$ cat src/rtl/cfg1_pkg.sv
package cfg1_pkg;

  localparam int DATA_W  = 32;
  localparam int LANES   = DATA_W / 8;
  localparam int BUS_W   = 8;
  localparam int DEVFN_W = 8;
  localparam int EXT_W   = 4;
  localparam int IDX_W   = 6;
  localparam int DWORD_W = EXT_W + IDX_W;

  typedef enum logic [1:0] {
    SZ_BYTE  = 2'b00,
    SZ_WORD  = 2'b01,
    SZ_DWORD = 2'b10
  } io_size_e;

  typedef struct packed {
    logic               en;
    logic [EXT_W-1:0]   ext;
    logic [BUS_W-1:0]   bus;
    logic [DEVFN_W-1:0] devfn;
    logic [IDX_W-1:0]   idx;
  } sel_reg_t;

  typedef enum logic {
    XS_IDLE = 1'b0,
    XS_WAIT = 1'b1
  } xfer_state_e;

endpackage

$ cat src/rtl/cfg1_sel_reg.sv
module cfg1_sel_reg
  import cfg1_pkg::*;
(
  input  logic                clk,
  input  logic                rst_n,
  input  logic                ld_en,
  input  sel_reg_t            ld_val,
  output sel_reg_t            sel_q,
  output logic [DATA_W-1:0]   sel_rdback
);

  sel_reg_t sel_d;

  always_comb begin
    sel_d = sel_q;
    if (ld_en) sel_d = ld_val;
  end

  always_ff @(posedge clk or negedge rst_n) begin
    if (!rst_n) sel_q <= '0;
    else        sel_q <= sel_d;
  end

  // Unimplemented bits 30:28 and 1:0 read as zero.
  assign sel_rdback = {sel_q.en, 3'b000, sel_q.ext, sel_q.bus,
                       sel_q.devfn, sel_q.idx, 2'b00};

endmodule

$ cat src/rtl/cfg1_lane_decode.sv
module cfg1_lane_decode
  import cfg1_pkg::*;
#(
  parameter int NLANE = LANES,
  localparam int OFF_W = $clog2(NLANE)
) (
  input  logic [OFF_W-1:0] offset,
  input  logic [1:0]       size,
  output logic [NLANE-1:0] lane_en
);

  for (genvar i = 0; i < NLANE; i++) begin : g_lane
    always_comb begin
      case (size)
        SZ_BYTE: lane_en[i] = (offset == OFF_W'(i));
        SZ_WORD: lane_en[i] = ((offset >> 1) == OFF_W'(i >> 1));
        default: lane_en[i] = 1'b1;
      endcase
    end
  end

endmodule

$ cat src/rtl/cfg1_xfer_ctrl.sv
module cfg1_xfer_ctrl
  import cfg1_pkg::*;
#(
  parameter int TIMEOUT = 16,
  localparam int TMR_W = (TIMEOUT > 2) ? $clog2(TIMEOUT) : 1
) (
  input  logic              clk,
  input  logic              rst_n,
  input  logic              start_fwd,
  input  logic              start_local,
  input  logic [DATA_W-1:0] local_rdata,
  input  logic              in_we,
  input  logic [LANES-1:0]  in_be,
  input  logic [DATA_W-1:0] in_wdata,
  input  logic              cfg_ack,
  input  logic [DATA_W-1:0] cfg_rdata,
  output logic              busy,
  output logic              cfg_req,
  output logic              cfg_we,
  output logic [LANES-1:0]  cfg_be,
  output logic [DATA_W-1:0] cfg_wdata,
  output logic              io_done,
  output logic [DATA_W-1:0] io_rdata
);

  xfer_state_e       state_q, state_d;
  logic [TMR_W-1:0]  tmr_q, tmr_d;
  logic              done_q, done_d;
  logic [DATA_W-1:0] rdata_q, rdata_d;
  logic              lat_en, rdata_en;
  logic              we_q;
  logic [LANES-1:0]  be_q;
  logic [DATA_W-1:0] wdata_q;

  always_comb begin
    state_d  = state_q;
    tmr_d    = tmr_q;
    done_d   = 1'b0;
    rdata_d  = rdata_q;
    rdata_en = 1'b0;
    lat_en   = 1'b0;
    case (state_q)
      XS_IDLE: begin
        if (start_fwd) begin
          state_d = XS_WAIT;
          tmr_d   = '0;
          lat_en  = 1'b1;
        end else if (start_local) begin
          done_d   = 1'b1;
          rdata_d  = local_rdata;
          rdata_en = 1'b1;
        end
      end
      XS_WAIT: begin
        if (cfg_ack) begin
          state_d  = XS_IDLE;
          done_d   = 1'b1;
          rdata_d  = cfg_rdata;
          rdata_en = 1'b1;
        end else if (tmr_q == TMR_W'(TIMEOUT - 1)) begin
          state_d  = XS_IDLE;
          done_d   = 1'b1;
          rdata_d  = '1;
          rdata_en = 1'b1;
        end else begin
          tmr_d = tmr_q + 1'b1;
        end
      end
      default: state_d = XS_IDLE;
    endcase
  end

  always_ff @(posedge clk or negedge rst_n) begin
    if (!rst_n) begin
      state_q <= XS_IDLE;
      tmr_q   <= '0;
      done_q  <= 1'b0;
    end else begin
      state_q <= state_d;
      tmr_q   <= tmr_d;
      done_q  <= done_d;
    end
  end

  always_ff @(posedge clk or negedge rst_n) begin
    if (!rst_n)        rdata_q <= '0;
    else if (rdata_en) rdata_q <= rdata_d;
  end

  always_ff @(posedge clk or negedge rst_n) begin
    if (!rst_n) begin
      we_q    <= 1'b0;
      be_q    <= '0;
      wdata_q <= '0;
    end else if (lat_en) begin
      we_q    <= in_we;
      be_q    <= in_be;
      wdata_q <= in_wdata;
    end
  end

  assign busy      = (state_q == XS_WAIT);
  assign cfg_req   = busy;
  assign cfg_we    = we_q;
  assign cfg_be    = be_q;
  assign cfg_wdata = wdata_q;
  assign io_done   = done_q;
  assign io_rdata  = rdata_q;

endmodule

$ cat src/rtl/cfg1_decoder.sv
module cfg1_decoder
  import cfg1_pkg::*;
#(
  parameter int                PORT_W    = 16,
  parameter logic [PORT_W-1:0] ADDR_PORT = 16'hCF8,
  parameter logic [PORT_W-1:0] DATA_PORT = 16'hCFC,
  parameter int                TIMEOUT   = 16
) (
  input  logic                clk,
  input  logic                rst_n,
  input  logic                io_req,
  input  logic                io_we,
  input  logic [PORT_W-1:0]   io_port,
  input  logic [1:0]          io_size,
  input  logic [DATA_W-1:0]   io_wdata,
  output logic                io_done,
  output logic [DATA_W-1:0]   io_rdata,
  output logic                cfg_req,
  output logic                cfg_we,
  output logic [BUS_W-1:0]    cfg_bus,
  output logic [DEVFN_W-1:0]  cfg_devfn,
  output logic [DWORD_W-1:0]  cfg_dword,
  output logic [LANES-1:0]    cfg_be,
  output logic [DATA_W-1:0]   cfg_wdata,
  input  logic                cfg_ack,
  input  logic [DATA_W-1:0]   cfg_rdata
);

  localparam int OFF_W = $clog2(LANES);
  localparam logic [PORT_W-OFF_W-1:0] DATA_BLK = DATA_PORT[PORT_W-1:OFF_W];

  // Reset: asserted asynchronously, released on a clock edge.
  logic [1:0] rst_sync_q;
  logic       rst_n_int;

  always_ff @(posedge clk or negedge rst_n) begin
    if (!rst_n) rst_sync_q <= 2'b00;
    else        rst_sync_q <= {rst_sync_q[0], 1'b1};
  end
  assign rst_n_int = rst_sync_q[1];

  sel_reg_t          sel_q;
  sel_reg_t          sel_ld_val;
  logic [DATA_W-1:0] sel_rdback;
  logic              addr_en;
  logic              busy;
  logic              accept, addr_hit, win_hit, fwd_hit;
  logic              sel_ld, start_fwd, start_local;
  logic [DATA_W-1:0] local_rdata;
  logic [LANES-1:0]  lane_en;

  assign addr_hit = (io_port == ADDR_PORT) && (io_size == SZ_DWORD);
  assign win_hit  = (io_port[PORT_W-1:OFF_W] == DATA_BLK);
  assign addr_en  = sel_q.en;
  assign fwd_hit  = win_hit && addr_en;
  assign accept   = io_req && !busy;

  assign sel_ld      = accept && addr_hit && io_we;
  assign start_fwd   = accept && fwd_hit;
  assign start_local = accept && !fwd_hit;
  assign local_rdata = (addr_hit && !io_we) ? sel_rdback : '1;

  assign sel_ld_val = '{en:    io_wdata[31],
                        ext:   io_wdata[27:24],
                        bus:   io_wdata[23:16],
                        devfn: io_wdata[15:8],
                        idx:   io_wdata[7:2]};

  cfg1_sel_reg u_sel (
    .clk        (clk),
    .rst_n      (rst_n_int),
    .ld_en      (sel_ld),
    .ld_val     (sel_ld_val),
    .sel_q      (sel_q),
    .sel_rdback (sel_rdback)
  );

  cfg1_lane_decode #(.NLANE(LANES)) u_lane (
    .offset  (io_port[OFF_W-1:0]),
    .size    (io_size),
    .lane_en (lane_en)
  );

  cfg1_xfer_ctrl #(.TIMEOUT(TIMEOUT)) u_ctrl (
    .clk         (clk),
    .rst_n       (rst_n_int),
    .start_fwd   (start_fwd),
    .start_local (start_local),
    .local_rdata (local_rdata),
    .in_we       (io_we),
    .in_be       (lane_en),
    .in_wdata    (io_wdata),
    .cfg_ack     (cfg_ack),
    .cfg_rdata   (cfg_rdata),
    .busy        (busy),
    .cfg_req     (cfg_req),
    .cfg_we      (cfg_we),
    .cfg_be      (cfg_be),
    .cfg_wdata   (cfg_wdata),
    .io_done     (io_done),
    .io_rdata    (io_rdata)
  );

  // Selector fields cannot change while busy: strobes are refused then.
  assign cfg_bus   = sel_q.bus;
  assign cfg_devfn = sel_q.devfn;
  assign cfg_dword = {sel_q.ext, sel_q.idx};

endmodule

$ cat config.mk
export PLATFORM = sky130hd
export DESIGN_NAME = cfg1_decoder
export DESIGN_NICKNAME = d
export VERILOG_FILES = /design/src/rtl/cfg1_pkg.sv /design/src/rtl/cfg1_sel_reg.sv /design/src/rtl/cfg1_lane_decode.sv /design/src/rtl/cfg1_xfer_ctrl.sv /design/src/rtl/cfg1_decoder.sv
export SDC_FILE = /design/constraint.sdc
export NUM_CORES = 1
export LEC_CHECK = 0
export BUFFER_PORTS_ARGS = -buffer_cell sky130_fd_sc_hd__buf_2
export CAP_MARGIN = 20
export CORE_MARGIN = 1
export CORE_UTILIZATION = 53
export CTS_CLUSTER_SIZE = 25
export DETAILED_ROUTE_END_ITERATION = 10
export PLACE_DENSITY = 0.93
export SLEW_MARGIN = 25
export SYNTH_ARGS = -nofsm -noshare
export SYNTH_HDL_FRONTEND = slang
export SYNTH_SLANG_ARGS = --single-unit
$ cat constraint.sdc
create_clock -name clk -period 6 [get_ports clk]
set_input_delay 0.9 -clock clk [delete_from_list [all_inputs] [get_ports clk]]
set_output_delay 0.9 -clock clk [all_outputs]
set_load 0.01 [all_outputs]
After elaboration in Yosys (flattened, before gate mapping) --
Cells that the tools add are included.
Word-level totals: register bits after elaboration 104, input port bits 87, output and inout port bits 97
Operators by class: add/sub/neg operators 1, eq/ne operators 14, muxes and demuxes 24, bitwise gates (word level) 1, reduce and logical (&&, ||, !) cells 16
Operator list (count):
- $mux W32 | 5
- $pmux W32 S2 | 1
- $eq A16 B12 Y1 const B | 1
- $eq A14 B10 Y1 const B | 1
- $mux W4 | 3
- $pmux W1 S2 | 6
- $ne A2 B2 Y1 const B | 5
- $logic_and A1 B1 Y1 | 8
- $mux W1 | 8
- $pmux W4 S2 | 1
- $eq A2 B2 Y1 const B | 3
- $logic_not A2 Y1 | 3
- $add A4 B1 Y4 const B | 1
- $eq A2 B1 Y1 const B | 2
- $eq A4 B4 Y1 const B | 1
- $reduce_and A4 Y1 | 1
- $logic_not A1 Y1 | 3
- $ne A3 B3 Y1 const B | 1
- $reduce_and A3 Y1 | 1
- $not A1 Y1 | 1

Logic depth before layout (Yosys ltp) --
Gate-level depths: netlist (run 1).
depth in word-level cells 8, gate-level depth with buffers 7, mapped depth without buffers 5

Cells and area by module --
From an unflattened synthesis (run 1), not the netlist that was laid out.
Second synthesis, totals: cells, all modules 453, area, all modules 5421.4 µm²
Modules (own cells, without submodules):
- cfg1_xfer_ctrl | times used 1, cells each 296, area an instance 3569.7 µm²
- cfg1_sel_reg | times used 1, cells each 90, area an instance 1350.0 µm²
- cfg1_decoder | times used 1, cells each 60, area an instance 457.9 µm²
- cfg1_lane_decode | times used 1, cells each 7, area an instance 43.8 µm²

Least setup slack after synthesis (run 1) --
No wires, ideal clock.
path kind input port to flip-flop, from in io_port[12], to reg, netlist name u_sel.sel_q[14], library setup time 0.125 ns, arrival time 2.673 ns, data required time 5.875 ns, path slack 3.203 ns, stages 6, path buffers 2, path through or4b_4 > or2_1 > buf_6 > nor3_4 > buf_6 > mux2_2
Between the ends: word-level cells in the longest chain between the ends 4
RTL lines:
- start, declared | RTL line cfg1_decoder.sv:13 | input logic [PORT_W-1:0] io_port,
- $eq A16 B12 Y1 | RTL line cfg1_decoder.sv:52 | assign addr_hit = (io_port == ADDR_PORT) && (io_size == SZ_DWORD);
- $logic_and A1 B1 Y1 | RTL line cfg1_decoder.sv:52
- $logic_and A1 B1 Y1 (2 in a row) | RTL line cfg1_decoder.sv:58 | assign sel_ld = accept && addr_hit && io_we;
Every way passes these cells. A chain may end at the register's enable or synchronous reset.

Final worst setup path (run 1) --
from in io_port[12], to reg u_ctrl.wdata_q[18] (netlist: u_ctrl.cfg_wdata[18])
Between the ends: word-level cells in the longest chain between the ends 5
RTL lines:
- $eq A14 B10 Y1 | RTL line cfg1_decoder.sv:53 | assign win_hit = (io_port[PORT_W-1:OFF_W] == DATA_BLK);
- $logic_and A1 B1 Y1 | RTL line cfg1_decoder.sv:55 | assign fwd_hit = win_hit && addr_en;
- $logic_and A1 B1 Y1 | RTL line cfg1_decoder.sv:59 | assign start_fwd = accept && fwd_hit;
- $mux W1 | RTL line cfg1_xfer_ctrl.sv:44 | if (start_fwd) begin
- $mux W1 | RTL line cfg1_xfer_ctrl.sv:42 | case (state_q)
- end signal, assigned | RTL line cfg1_xfer_ctrl.sv:98 | wdata_q <= in_wdata;
- end, declared | RTL line cfg1_xfer_ctrl.sv:33 | logic [DATA_W-1:0] wdata_q;
Every way passes these cells.

==> summary.txt, run 1 <==
vias in the first global route: 3712
total track usage: 23.3%
Die ar.: 9440 um^2
Fin. Hold Viols: 0
Cell Area, Synth: 4800 um^2
CTS buffer count: 9
Die Y-Extent: 97.2 um
Multi-input gate area: 1780 um^2
Power Density: 212 nW/um^2
switching part of the total: 21.6%
RSZ-0062 raised after global routing: no
Max VDD drop: 0.121 mV
class of the most critical setup path: input pin to flip-flop
Sequential cell area: 2610 um^2
Comb power frac: 4.9%
root buf cell: clkbuf_8
crit share post-route: 49.0%
layout cells sized above 1: 56.7%
Worst slew margin: 34.7%
Mapped Avg Cell Area: 12.8 um^2
GP Congestion: 0.755
TritonCTS clock tree: done
maximum fanout along the worst path: 38
fillers: 672
grt ovf: 0
Switch Pwr: 265 uW
Detail Placement HPWL: 7720 um
DRT Wirelength: 10800 um
setup TNS: 0 ns
H-tree depth: 3
setup violators final: 0
portion of total power attributed to sequential cells: 57.7%
Rows: 34
clk slew on worst S/H paths: 0.10 ns
synthesis-to-layout area growth: 20.7%
fmax: 340 MHz
Max Slew Vio Count: 0
pin count of the biggest net entering global routing: 54
worst skew pair latency: 0.36 ns
initial antenna violation count: 0
Synth top area share: 54.2%
Max-Cap Viols: 0
HP Class: input pin to asynchronous set/reset pin
Yosys warning total: 0
WHS: 0.313 ns
status: complete, no violations
register bit total from synthesis: 104
Post-CTS Resized: 0
clk buf depth: 2
I/O Pins: 184
nets@finish: 615
Int Pwr: 962 uW
Cells after Synth: 376
initial core utilization: 54.8%
via count: 3458
1st-iter DRT viols: 132
Clock Sink Count: 104
drt wl/cell: 16.9 um
DIE WIDTH: 97.2 um
antenna diode count: 0
Worst setup EP type: flip-flop
hold-fix buffers at CTS: 0
Port Buf Inserts: 183
Worst setup SP type: input pin
Final Skew: 0.0169 ns
sequential share of the synthesized area: 54.2%
Synthesized Nets: 464
Critical Path RT: 6.24 ns
Initial DRT Pass Iterations: 4
CORE AREA: 8760 um^2
setup bufs post-CTS: 0
fin crit period: 2.94 ns
critical path arrival: 3.18 ns
synth unique cells: 36
largest area contributor in the netlist: dfrtp_1
antenna viol nets, final: 0
via density per instance: 5.41
worst-margin pin slew: 0.976 ns
first-pass GRT wire length: 17800 um
DRC viols: 0
Synth area leaders: dfrtp_1 (54%), mux2_2 (15%), mux2i_1 (6.0%)
Leakage: 0.00323 uW
Clk network pwr share: 37.4%
[layer usage]
metal	global-route usage (%)	up-vias	wire length (um)
li1	-	1594	-
met1	28.8	1710	4460
met2	41.4	140	5580
met3	4.32	14	642
met4	6.77	0	114
met5	0	-	0
[worst paths after layout]
check	from	end	slack [ns]	cells past startpoint
max reg2reg	u_ctrl.busy$_DFF_PN0_	u_ctrl.cfg_wdata[18]$_DFFE_PN0P_	3.23	4
min	rst_n	rst_sync_q[0]$_DFF_PN0_	0.31	1
min reg2reg	rst_sync_q[0]$_DFF_PN0_	rst_sync_q[1]$_DFF_PN0_	0.36	0
max in group asynchronous	rst_sync_q[1]$_DFF_PN0_	u_ctrl.io_rdata[3]$_DFFE_PN0P_	4.48	1
max	io_port[12]	u_ctrl.cfg_wdata[18]$_DFFE_PN0P_	3.06	5
min in group clk	rst_sync_q[0]$_DFF_PN0_	rst_sync_q[1]$_DFF_PN0_	0.36	0
[logic make-up (layout without fill, tap and decap cells)]
group | after synthesis | count (layout) | synth area share [%]
DFF | 104 | 104 | 54.2
muxes | 97 | 97 | 22.0
buffers and inverters | 80 | 235 | 8.94
and+or+nand+nor | 50 | 50 | 7.04
AOI/OAI and AO/OA | 41 | 41 | 7.11
xor gates and xnor gates | 2 | 2 | 0.365
adders and majority gates | 1 | 1 | 0.261
other | 1 | 1 | 0.0781
[cells in the mapped netlist]
cell,n
dfrtp_1,104
mux2_2,65
inv_1,31
mux2i_1,29
o41ai_1,27
or2_2,27
buf_4,26
clkbuf_1,12
buf_2,7
a21oi_1,5
o32a_1,5
nand2_1,4
buf_6,3
mux2_1,3
nor2_1,3
and3_1,2
nand3_1,2
o21bai_1,2
xor2_1,2
a31o_2,1
a31oi_1,1
and2_1,1
buf_1,1
conb_1,1
ha_1,1
nand2b_1,1
nand4_1,1
nand4b_1,1
nand4bb_1,1
nor3_1,1
nor3_4,1
nor3b_1,1
nor4_4,1
or2_1,1
or4b_4,1
or4bb_1,1
[layout by cell type, fill, tap and decap left out, drive strengths merged, types with 2 or more instances in the layout]
cell type    n
o21bai       2
mux2        68
xor2         2
inv         31
dfrtp      104
nand2        4
clkbuf      11
and3         2
bufinv       2
or2         28
o32a         5
buf        189
nand3        2
nor3         2
mux2i       29
o41ai       27
a21oi        5
nor2         3
clkinv       2
[flip-flops by register name, indices dropped and copies added, names as in the netlist]
register	flops
u_ctrl.cfg_wdata	32
u_ctrl.io_rdata	32
u_sel.sel_q	27
u_ctrl.cfg_be	4
u_ctrl.tmr_q	4
rst_sync_q	2
u_ctrl.busy	1
u_ctrl.cfg_we	1
u_ctrl.io_done	1
[area by class of cell]
cell class	instances	area share [%]
sequential	104	45.0
multi-input combinational	192	30.6
timing repair buffer	189	16.6
tap	108	2.33
clock buffer	11	2.27
inverter	31	2.01
clock inverter	4	1.21
[worst max-delay path: stages]
cell	delay (ns)
buf_2	0.10
or4b_4	0.54
nor4_4	0.43
nand2_2	0.65
mux2_1	0.54
[per-stage QoR]
step	setup slack [ns]	cells	power, uW	utilization [%]	area, um^2
after detailed placement	2.69	624	783	63.8	5600
after global placement	2.76	624	780	63.8	5600
after global routing	2.96	639	1270	66.1	5800
after floorplan	2.89	376	743	-	4800
after CTS	3.07	639	1230	66.1	5800
final	3.06	639	1230	66.1	5800
[power groups by stage]
stage | Sequential, uW | Combinational (uW) | Clock, uW
after CTS | 708 | 60.6 | 465
after detailed placement | 722 | 60.4 | 0
after global routing | 710 | 66.0 | 493
after global placement | 722 | 58.2 | 0
final | 708 | 60.0 | 459
after floorplan | 725 | 17.4 | 0
Power figures use the tool's default switching activity.
==> run 2, diff against run 1 <==
--- a/config.mk
+++ b/config.mk
@@ -8,10 +8,10 @@
 export BUFFER_PORTS_ARGS = -buffer_cell sky130_fd_sc_hd__buf_2
 export CAP_MARGIN = 20
 export CORE_MARGIN = 1
-export CORE_UTILIZATION = 53
+export CORE_UTILIZATION = 49
 export CTS_CLUSTER_SIZE = 25
 export DETAILED_ROUTE_END_ITERATION = 10
-export PLACE_DENSITY = 0.93
+export PLACE_DENSITY = 0.87
 export SLEW_MARGIN = 25
 export SYNTH_ARGS = -nofsm -noshare
 export SYNTH_HDL_FRONTEND = slang
==> constraint.sdc (replaced) <==
create_clock -name clk -period 2.8 [get_ports clk]
set_input_delay 0.42 -clock clk [delete_from_list [all_inputs] [get_ports clk]]
set_output_delay 0.42 -clock clk [all_outputs]
set_load 0.01 [all_outputs]
==> summary.txt, run 2 (same netlist as run 1, synthesis figures left out) <==
status: complete, no violations
worst skew pair latency: 0.35 ns
fmax: 435 MHz
DRT Wirelength: 10800 um
Post-CTS Resized: 0
setup TNS: 0 ns
critical path arrival: 2.56 ns
crit share post-route: 82.1%
layout cells sized above 1: 57.5%
R2R cell count: 6
nets@finish: 622
DRC viols: 0
setup bufs post-CTS: 0
clk slew on worst S/H paths: 0.10 ns
Int Pwr: 2030 uW
HP Start: io_wdata[18]
antenna viol nets, final: 0
commonest cells after routing, fill and taps aside: buf_2 (183), dfrtp_1 (103), mux2_2 (65), inv_1 (31), mux2i_1 (29)
Die Y-Extent: 101 um
Switch Pwr: 571 uW
Clock Sink Count: 104
Final Non-Filler Cells: 668
initial core utilization: 51.2%
first-pass GRT wire length: 17500 um
Port Buf Inserts: 183
root buf cell: clkbuf_8
H-tree depth: 3
synthesis-to-layout area growth: 22.6%
hold depth: 2
Detail Placement HPWL: 7990 um
Fin. Hold Viols: 0
clk buf depth: 2
start point of the critical path: u_ctrl.tmr_q[0]$_DFFE_PN0P_
I/O Pins: 184
Worst setup EP type: flip-flop
RSZ-0062 raised after global routing: no
register-to-register path setup slack: 0.50 ns
Initial DRT Pass Iterations: 6
hold-fix buffers at CTS: 1
initial antenna violation count: 0
via count: 3461
DIE WIDTH: 101 um
CORE AREA: 9370 um^2
Critical Path RT: 3.06 ns
fin crit period: 2.30 ns
antenna diode count: 0
1st-iter DRT viols: 128
Max-Cap Viols: 0
vias in the first global route: 3708
Rows: 35
pin count of the biggest net entering global routing: 52
Max Slew Vio Count: 0
placed insts: 651
switching part of the total: 21.9%
Clk network pwr share: 36.7%
Die ar.: 10200 um^2
via density per instance: 5.18
total track usage: 22.3%
drt wl/cell: 16.2 um
Worst setup SP type: flip-flop
Leakage: 0.00326 uW
worst-margin pin slew: 0.726 ns
Power Density: 442 nW/um^2
reg-to-reg endpoint: u_ctrl.io_rdata[24]$_DFFE_PN0P_
CTS buffer count: 9
maximum fanout along the worst path: 16
GP Congestion: 0.768
Critical R2R Launch: u_ctrl.tmr_q[0]$_DFFE_PN0P_
Worst Hold End: u_ctrl.cfg_wdata[18]$_DFFE_PN0P_
Worst slew margin: 51.3%
HP Class: input pin to flip-flop
Comb power frac: 5.5%
class of the most critical setup path: flip-flop to flip-flop
portion of total power attributed to sequential cells: 57.8%
final core occ: 62.8%
grt ovf: 0
setup violators final: 0
commonest non-fill, non-tap cell in the layout: buf_2
TritonCTS clock tree: done
Max VDD drop: 0.293 mV
fillers: 789
Final Skew: 0.0151 ns
## run 2: area by class of cell
type	count	area, um^2	share of cell area, %
inverter	31	116	1.98
timing repair buffer	196	1020	17.3
multi-input combinational	192	1780	30.2
tap	129	161	2.74
clock buffer	12	155	2.64
clock inverter	4	52.6	0.893
sequential	104	2610	44.3
## run 2: worst max-delay path: stages, from the launching register on
cell and delay, ns:
dfrtp_1 0.39, ha_1 0.19, a31oi_1 0.15, and2_1 0.23, nor3_2 0.62, buf_4 0.41, mux2i_1 0.22
## run 2: worst max path at each step
stage	end
after floorplan	u_sel.sel_q[14]$_DFFE_PN0P_
after detailed placement	u_sel.sel_q[16]$_DFFE_PN0P_
after global placement	u_sel.sel_q[11]$_DFFE_PN0P_
after CTS	u_ctrl.io_rdata[26]$_DFFE_PN0P_
after global routing	u_ctrl.io_rdata[25]$_DFFE_PN0P_
final	u_ctrl.io_rdata[24]$_DFFE_PN0P_
## run 2: routing by layer
| metal | share of wire (%) | wire [um] | track usage, % |
|---|---|---|---|
| met1 | 42 | 4530 | 26.5 |
| met2 | 52 | 5610 | 40.1 |
| met3 | 4.9 | 532 | 4.58 |
| met4 | 1.2 | 125 | 7.36 |
| met5 | 0 | 0 | 0 |
## run 2: per-stage QoR
stage                     hold slack (ns)  power, uW  setup slack [ns]  instance area [um^2]
after floorplan                     0.124       1590             0.466                  4800
after global placement              0.207       1670             0.497                  5670
after detailed placement            0.207       1680             0.438                  5670
after CTS                           0.279       2640             0.461                  5880
after global routing                0.279       2710             0.210                  5890
final                               0.294       2600             0.502                  5890
## run 2: power groups by stage
stage,registers [uW],clock network [uW],logic [uW]
after global placement,1530,0,141
after floorplan,1550,0,37.3
final,1500,956,143
after detailed placement,1530,0,145
after global routing,1500,1050,160
after CTS,1500,986,146
